===== src/rtl/sparesl_pkg.sv =====
package sparesl_pkg;

   // Outcome of one slot decision
   typedef enum logic [1:0] {
      GK_IDLE  = 2'd0,
      GK_OWNED = 2'd1,
      GK_LENT  = 2'd2
   } grant_kind_e;

endpackage


===== src/rtl/sparesl_slot_ring.sv =====
module sparesl_slot_ring #(
   parameter int unsigned SLOTS = 16,
   localparam int unsigned IW = (SLOTS > 1) ? $clog2(SLOTS) : 1
) (
   input  logic          clk_i,
   input  logic          rst_ni,
   output logic [IW-1:0] cur_o,
   output logic [IW-1:0] nxt_o
);

   localparam logic [IW-1:0] LAST = IW'(SLOTS - 1);

   always_comb begin
      nxt_o = (cur_o == LAST) ? '0 : cur_o + 1'b1;
   end

   // Reset parks on the last slot so the first decided slot is slot 0
   always_ff @(posedge clk_i) begin
      if (!rst_ni) cur_o <= LAST;
      else         cur_o <= nxt_o;
   end

   AST_SLOT_WRAP: assert property (@(posedge clk_i) disable iff (!rst_ni)
      (cur_o == LAST) |=> (cur_o == '0));
   AST_SLOT_STEP: assert property (@(posedge clk_i) disable iff (!rst_ni)
      (cur_o != LAST) |=> (cur_o == $past(cur_o) + 1'b1));

endmodule


===== src/rtl/sparesl_rr_pick.sv =====
module sparesl_rr_pick #(
   parameter int unsigned N  = 16,
   parameter int unsigned IW = 4
) (
   input  logic [N-1:0]  cand_i,
   input  logic [IW-1:0] ptr_i,
   output logic          found_o,
   output logic [IW-1:0] win_o
);

   localparam bit POW2 = ((1 << IW) == N);

   generate
      if (POW2) begin : g_pow2
         // Index wraps through natural truncation
         always_comb begin
            logic [IW-1:0] idx;
            found_o = 1'b0;
            win_o   = '0;
            for (int off = 0; off < N; off++) begin
               idx = ptr_i + IW'(off);
               if (!found_o && cand_i[idx]) begin
                  found_o = 1'b1;
                  win_o   = idx;
               end
            end
         end
      end else begin : g_generic
         // Index wraps through compare and subtract
         always_comb begin
            logic [IW:0] sum;
            found_o = 1'b0;
            win_o   = '0;
            for (int off = 0; off < N; off++) begin
               sum = {1'b0, ptr_i} + (IW+1)'(off);
               if (sum >= (IW+1)'(N)) sum = sum - (IW+1)'(N);
               if (!found_o && cand_i[sum[IW-1:0]]) begin
                  found_o = 1'b1;
                  win_o   = sum[IW-1:0];
               end
            end
         end
      end
   endgenerate

endmodule


===== src/rtl/sparesl_hub_arb.sv =====
module sparesl_hub_arb #(
   parameter int unsigned NUM_CORES = 16
) (
   input  logic                 clk_i,
   input  logic                 rst_ni,
   input  logic [NUM_CORES-1:0] req_i,
   input  logic [NUM_CORES-1:0] borrow_en_i,
   output logic [NUM_CORES-1:0] grant_o,
   output logic                 borrowed_o
);
   import sparesl_pkg::*;

   localparam int unsigned IW = (NUM_CORES > 1) ? $clog2(NUM_CORES) : 1;
   localparam logic [IW-1:0] LAST = IW'(NUM_CORES - 1);

   generate
      if (NUM_CORES < 2) begin : g_bad_cores
         $error("sparesl_hub_arb: NUM_CORES must be at least 2");
      end
      if (NUM_CORES > 256) begin : g_bad_size
         $error("sparesl_hub_arb: NUM_CORES above 256 is not supported");
      end
   endgenerate

   logic [IW-1:0]        slot_q, slot_nxt;
   logic [IW-1:0]        ptr_q, win;
   logic                 found;
   logic [NUM_CORES-1:0] owner_oh, cand, grant_d, grant_q;
   grant_kind_e          kind_d, kind_q;

   sparesl_slot_ring #(.SLOTS(NUM_CORES)) i_ring (
      .clk_i  (clk_i),
      .rst_ni (rst_ni),
      .cur_o  (slot_q),
      .nxt_o  (slot_nxt)
   );

   always_comb begin
      owner_oh = '0;
      owner_oh[slot_nxt] = 1'b1;
   end

   // The owner is never a borrowing candidate for its own slot
   assign cand = req_i & borrow_en_i & ~owner_oh;

   sparesl_rr_pick #(.N(NUM_CORES), .IW(IW)) i_pick (
      .cand_i  (cand),
      .ptr_i   (ptr_q),
      .found_o (found),
      .win_o   (win)
   );

   always_comb begin
      grant_d = '0;
      kind_d  = GK_IDLE;
      if (req_i[slot_nxt]) begin
         grant_d = owner_oh;
         kind_d  = GK_OWNED;
      end else if (found) begin
         grant_d[win] = 1'b1;
         kind_d       = GK_LENT;
      end
   end

   always_ff @(posedge clk_i) begin
      if (!rst_ni) begin
         grant_q <= '0;
         kind_q  <= GK_IDLE;
         ptr_q   <= '0;
      end else begin
         grant_q <= grant_d;
         kind_q  <= kind_d;
         if (kind_d == GK_LENT) ptr_q <= (win == LAST) ? '0 : win + 1'b1;
      end
   end

   assign grant_o    = grant_q;
   assign borrowed_o = (kind_q == GK_LENT);

   AST_GRANT_ONEHOT0: assert property (@(posedge clk_i) disable iff (!rst_ni)
      $onehot0(grant_o));
   AST_OWNER_SERVED: assert property (@(posedge clk_i) disable iff (!rst_ni)
      req_i[slot_nxt] |=> (grant_o[slot_q] && !borrowed_o));
   AST_LENT_NOT_OWNER: assert property (@(posedge clk_i) disable iff (!rst_ni)
      borrowed_o |-> ((grant_o != '0) && !grant_o[slot_q]));
   AST_LENT_ENABLED: assert property (@(posedge clk_i) disable iff (!rst_ni)
      borrowed_o |-> ((grant_o & $past(borrow_en_i) & $past(req_i)) != '0));
   AST_NO_REQ_IDLE: assert property (@(posedge clk_i) disable iff (!rst_ni)
      (req_i == '0) |=> ((grant_o == '0) && !borrowed_o));

endmodule


===== config.mk =====
export PLATFORM = sky130hd
export DESIGN_NAME = sparesl_hub_arb
export DESIGN_NICKNAME = d
export VERILOG_FILES = /design/src/rtl/sparesl_pkg.sv /design/src/rtl/sparesl_slot_ring.sv /design/src/rtl/sparesl_rr_pick.sv /design/src/rtl/sparesl_hub_arb.sv
export SDC_FILE = /design/constraint.sdc
export NUM_CORES = 1
export LEC_CHECK = 0
export BUFFER_PORTS_ARGS = -buffer_cell sky130_fd_sc_hd__buf_2
export CAP_MARGIN = 10
export CORE_UTILIZATION = 50
export DETAILED_ROUTE_END_ITERATION = 7
export GPL_ROUTABILITY_DRIVEN = 1
export PLACE_DENSITY = 0.74
export SYNTH_ARGS = -nofsm -noshare
export SYNTH_HDL_FRONTEND = slang
export SYNTH_SLANG_ARGS = --single-unit

===== constraint.sdc =====
create_clock -name clk_i -period 10.8 [get_ports clk_i]
set_input_delay 2.16 -clock clk_i [delete_from_list [all_inputs] [get_ports clk_i]]
set_output_delay 2.16 -clock clk_i [all_outputs]
set_load 0.02 [all_outputs]

==> results.json <==
{
  "antenna_found_initial": 0,
  "reg2reg_from": "ptr_q[0]",
  "clk_latency_ps": 270,
  "placementRows": 35,
  "max_freq_mhz": 142.5,
  "fin_area_mm2": 0.005154,
  "cts_resized": 0,
  "leakage_nw": 1.920,
  "pin_count": 51,
  "dp.cells": 780,
  "clock_tree.root_cell": "clkbuf_8",
  "yosys_warnings": 0,
  "clk_pin_slew_worst_paths_ps": 90,
  "crit_arrival_ps": 7190,
  "criticalPathCategory": "register to register",
  "drc": 0,
  "clk_path_buf_depth": 2,
  "rrSetupSlack_ps": 3780,
  "hold_end": "grant_o[8]",
  "final_util_pct": 55.25,
  "coreArea_mm2": 0.009328,
  "grt_pass1_vias": 5286,
  "worstPathMaxFanout": 56,
  "synth_fp_nets": 689,
  "worstMarginPinSlew_ps": 1151,
  "max_stage_delay_ps": 980,
  "grt_pass1_wl_um": 28840,
  "avgSynthCellArea_um2": 7.566,
  "setup_violations": 0,
  "maxCapViolations": 0,
  "crit_chain": "buf_4 > clkinv_1 > ha_1 > clkinv_1 > nor2_1 > a32oi_1 > nand4_1 > nand2_1 > nor3_1 > nand4_1 > nand2_1 > a31oi_1 > nor3_1 > inv_1 > ha_1 > mux2_2 > o211a_1",
  "drt_iter0_drc": 726,
  "skew_ps": 3.809,
  "relSlewSlack_pct": 22.70,
  "top_layer": "met4",
  "rsz0062_at_grt": "no",
  "cts_tree": "built",
  "vias_per_cell": 7.340,
  "crit_buf_inv": 4,
  "layout.cells.non_filler": 785,
  "grt_max_degree": 57,
  "yosysUniqueCellTypes": 102,
  "clock-sinks": 26,
  "die_w_um": 100.4,
  "fin_crit_sh_pct": 64.96,
  "ir_worst_vdd_mv": 0.2508,
  "final-max-slew-violation-count": 0,
  "synth_seq_cells": 26,
  "place_hpwl_um": 14410,
  "internal-power_w": 0.0007446,
  "postCtsSetupBuffers": 0,
  "fp.dieArea_mm2": 0.01008,
  "dieHeight_um": 100.4,
  "clockPowerShare_pct": 4.2,
  "r2r-end": "ptr_q[1]",
  "htree_num_levels": 1,
  "area_growth_pct": 6.434,
  "tns_ps": 0,
  "port_buffers": 50,
  "async_flop_share_pct": 0,
  "crit_path_start_kind": "register",
  "fillerInstances": 922,
  "met3_length_um": 2190,
  "netlist_instances": 640,
  "power.share.switching_pct": 61.39,
  "hold_start": "i_ring.cur_o[1]",
  "power_density_mw_per_mm2": 374.2,
  "wl_per_cell_um": 23.52,
  "cpMaxStageDelayCell": "nor3_1",
  "wl_met1_um": 7486,
  "hold_path_class": "register to register",
  "holdWs_ps": 785.9,
  "syn_area_mm2": 0.004842,
  "cpLargestDelayFamily": "simple AND/OR/NAND/NOR gates",
  "place_congestion": 1.025,
  "min_period_ps": 7015,
  "status": "completed",
  "r2r_cells": 17,
  "drt_pass1_iterations": 5,
  "grt_usage_pct": 36.95,
  "final_nets": 706,
  "wl_um": 18460,
  "path_depth": 17,
  "hold_path_depth": 2,
  "crit_required_ps": 10980,
  "postRouteAntennaNets": 0,
  "place_area_mm2": 0.005075,
  "drive_gt1_share_pct": 17.38,
  "end_kind": "register",
  "ctsHoldBuffers": 0,
  "via_count": 5762,
  "wl_met2_um": 7754,
  "net-switching-power_w": 0.001184,
  "seq_power_share_pct": 7.4,
  "synth_edf_count": 0,
  "cts_buffers": 3,
  "p_comb_share_pct": 88.4,
  "finalHoldViolCount": 0,
  "synth_ff_type": "dfxtp_1",
  "yosysSeqAreaShare_pct": 10.75,
  "start_util_pct": 51.91,
  "overflow": 0,
  "n_antenna_cell": 0
}
## worst max-delay path by stage
stage              start        to  slack [ps]
6_report        ptr_q[0]  ptr_q[1]        3780
4_1_cts         ptr_q[0]  ptr_q[1]        3950
2_1_floorplan  req_i[11]  ptr_q[3]        5360
3_5_place_dp    ptr_q[0]  ptr_q[1]        3990
5_1_grt         ptr_q[0]  ptr_q[1]        3110
3_3_place_gp    ptr_q[0]  ptr_q[1]        4250
## routing by layer
| metal | vias to the layer above | global-route usage (%) |
|---|---|---|
| met5 | - | 0 |
| met2 | 410 | 57.06 |
| met1 | 2685 | 48.90 |
| li1 | 2588 | - |
| met3 | 79 | 7.521 |
| met4 | 0 | 18.17 |
## metrics by stage
| stage | setup slack, ps | power [W] |
|---|---|---|
| 4_1_cts | 3955 | 0.001862 |
| 5_1_grt | 3111 | 0.002056 |
| 2_1_floorplan | 5362 | 0.001384 |
| 3_5_place_dp | 3993 | 0.001774 |
| 6_report | 3785 | 0.001928 |
| 3_3_place_gp | 4250 | 0.001765 |
## sequential cells by signal, summed over array words and instances, names as in the netlist
name          count
grant_o          16
i_ring.cur_o      4
kind_q            2
ptr_q             4
## tightest hold or removal path: cells and delay by family, from the launching register on
kind               cells  cell delay, ps
AOI/OAI and AO/OA      1             110
and+or+nand+nor        1             210
DFF                    1             410
## cell usage in the layout (no fill, tap or decap), types with 17 or more instances in the layout
cell type and instances:
nor3_1 25, buf_2 50, nor2_1 37, a21oi_1 31, o22ai_1 24, nand3_1 21
o21ai_0 28, dfxtp_1 25, nand2_1 65, a211oi_1 17
## synthesized netlist by cell type (4+ instances only)
| library cell | count | area (um2) |
|---|---|---|
| inv_1 | 16 | 60.06 |
| a211o_1 | 9 | 78.83 |
| a22oi_1 | 4 | 30.03 |
| a31oi_1 | 8 | 50.05 |
| mux2i_1 | 11 | 110.1 |
| a32o_1 | 5 | 50.05 |
| o32ai_1 | 5 | 43.79 |
| o21a_1 | 5 | 37.54 |
| nor3_1 | 25 | 125.1 |
| buf_2 | 14 | 70.07 |
| buf_4 | 4 | 30.03 |
| mux2_2 | 5 | 56.30 |
| nand4_1 | 13 | 81.33 |
| o21ai_0 | 28 | 140.1 |
| o31a_1 | 4 | 35.03 |
| a21boi_0 | 5 | 37.54 |
| nand2b_1 | 10 | 62.56 |
| or3_1 | 8 | 50.05 |
| nand3_1 | 21 | 105.1 |
| nand2_1 | 65 | 244.0 |
| mux4_2 | 7 | 157.7 |
| a311oi_1 | 9 | 78.83 |
| a21oi_1 | 31 | 155.2 |
| and2_1 | 11 | 68.82 |
| or2_2 | 4 | 25.02 |
| xnor2_1 | 13 | 113.9 |
| nor2b_1 | 4 | 25.02 |
| clkbuf_1 | 23 | 86.33 |
| a211oi_1 | 17 | 127.6 |
| o22ai_1 | 24 | 150.1 |
| a2bb2oi_1 | 4 | 35.03 |
| nor2_1 | 37 | 138.9 |
| o31ai_1 | 6 | 45.04 |
| ha_1 | 15 | 187.7 |
| a22o_1 | 5 | 43.79 |
| o211a_1 | 7 | 70.07 |
| xor2_1 | 4 | 35.03 |
| o211ai_1 | 15 | 112.6 |
| dfxtp_1 | 26 | 520.5 |
| o221ai_1 | 4 | 35.03 |
| and4_1 | 5 | 43.79 |
## final cells by class
cell class | instances | area, um2 | area share [%]
tap | 129 | 161.4 | 3.132
inverter | 18 | 67.56 | 1.311
clock buffer | 3 | 41.29 | 0.8012
timing repair buffer | 57 | 302.8 | 5.875
sequential | 26 | 521.8 | 10.12
clock inverter | 1 | 30.03 | 0.5827
multi-input combinational | 551 | 4029 | 78.17
## power by group through the flow
stage | sequential, W | clock [W] | combinational [W]
finish | 0.000143 | 0.0000803 | 0.00171
global route | 0.000147 | 0.0000847 | 0.00183
global placement | 0.000144 | 0 | 0.00162
CTS | 0.000143 | 0.0000810 | 0.00164
floorplan | 0.000158 | 0 | 0.00123
detailed placement | 0.000145 | 0 | 0.00163
## cell families (layout without fill, tap and decap cells)
logic type | Yosys count | after routing | synth area share, %
compound gates | 253 | 253 | 41.19
flops | 26 | 26 | 10.75
xor+xnor | 17 | 17 | 3.075
mux | 23 | 23 | 6.692
fa+ha+maj | 15 | 15 | 3.876
simple gates | 243 | 243 | 28.37
buf+inv | 63 | 79 | 6.046
Note: power is estimated with default switching activity, not from simulation.
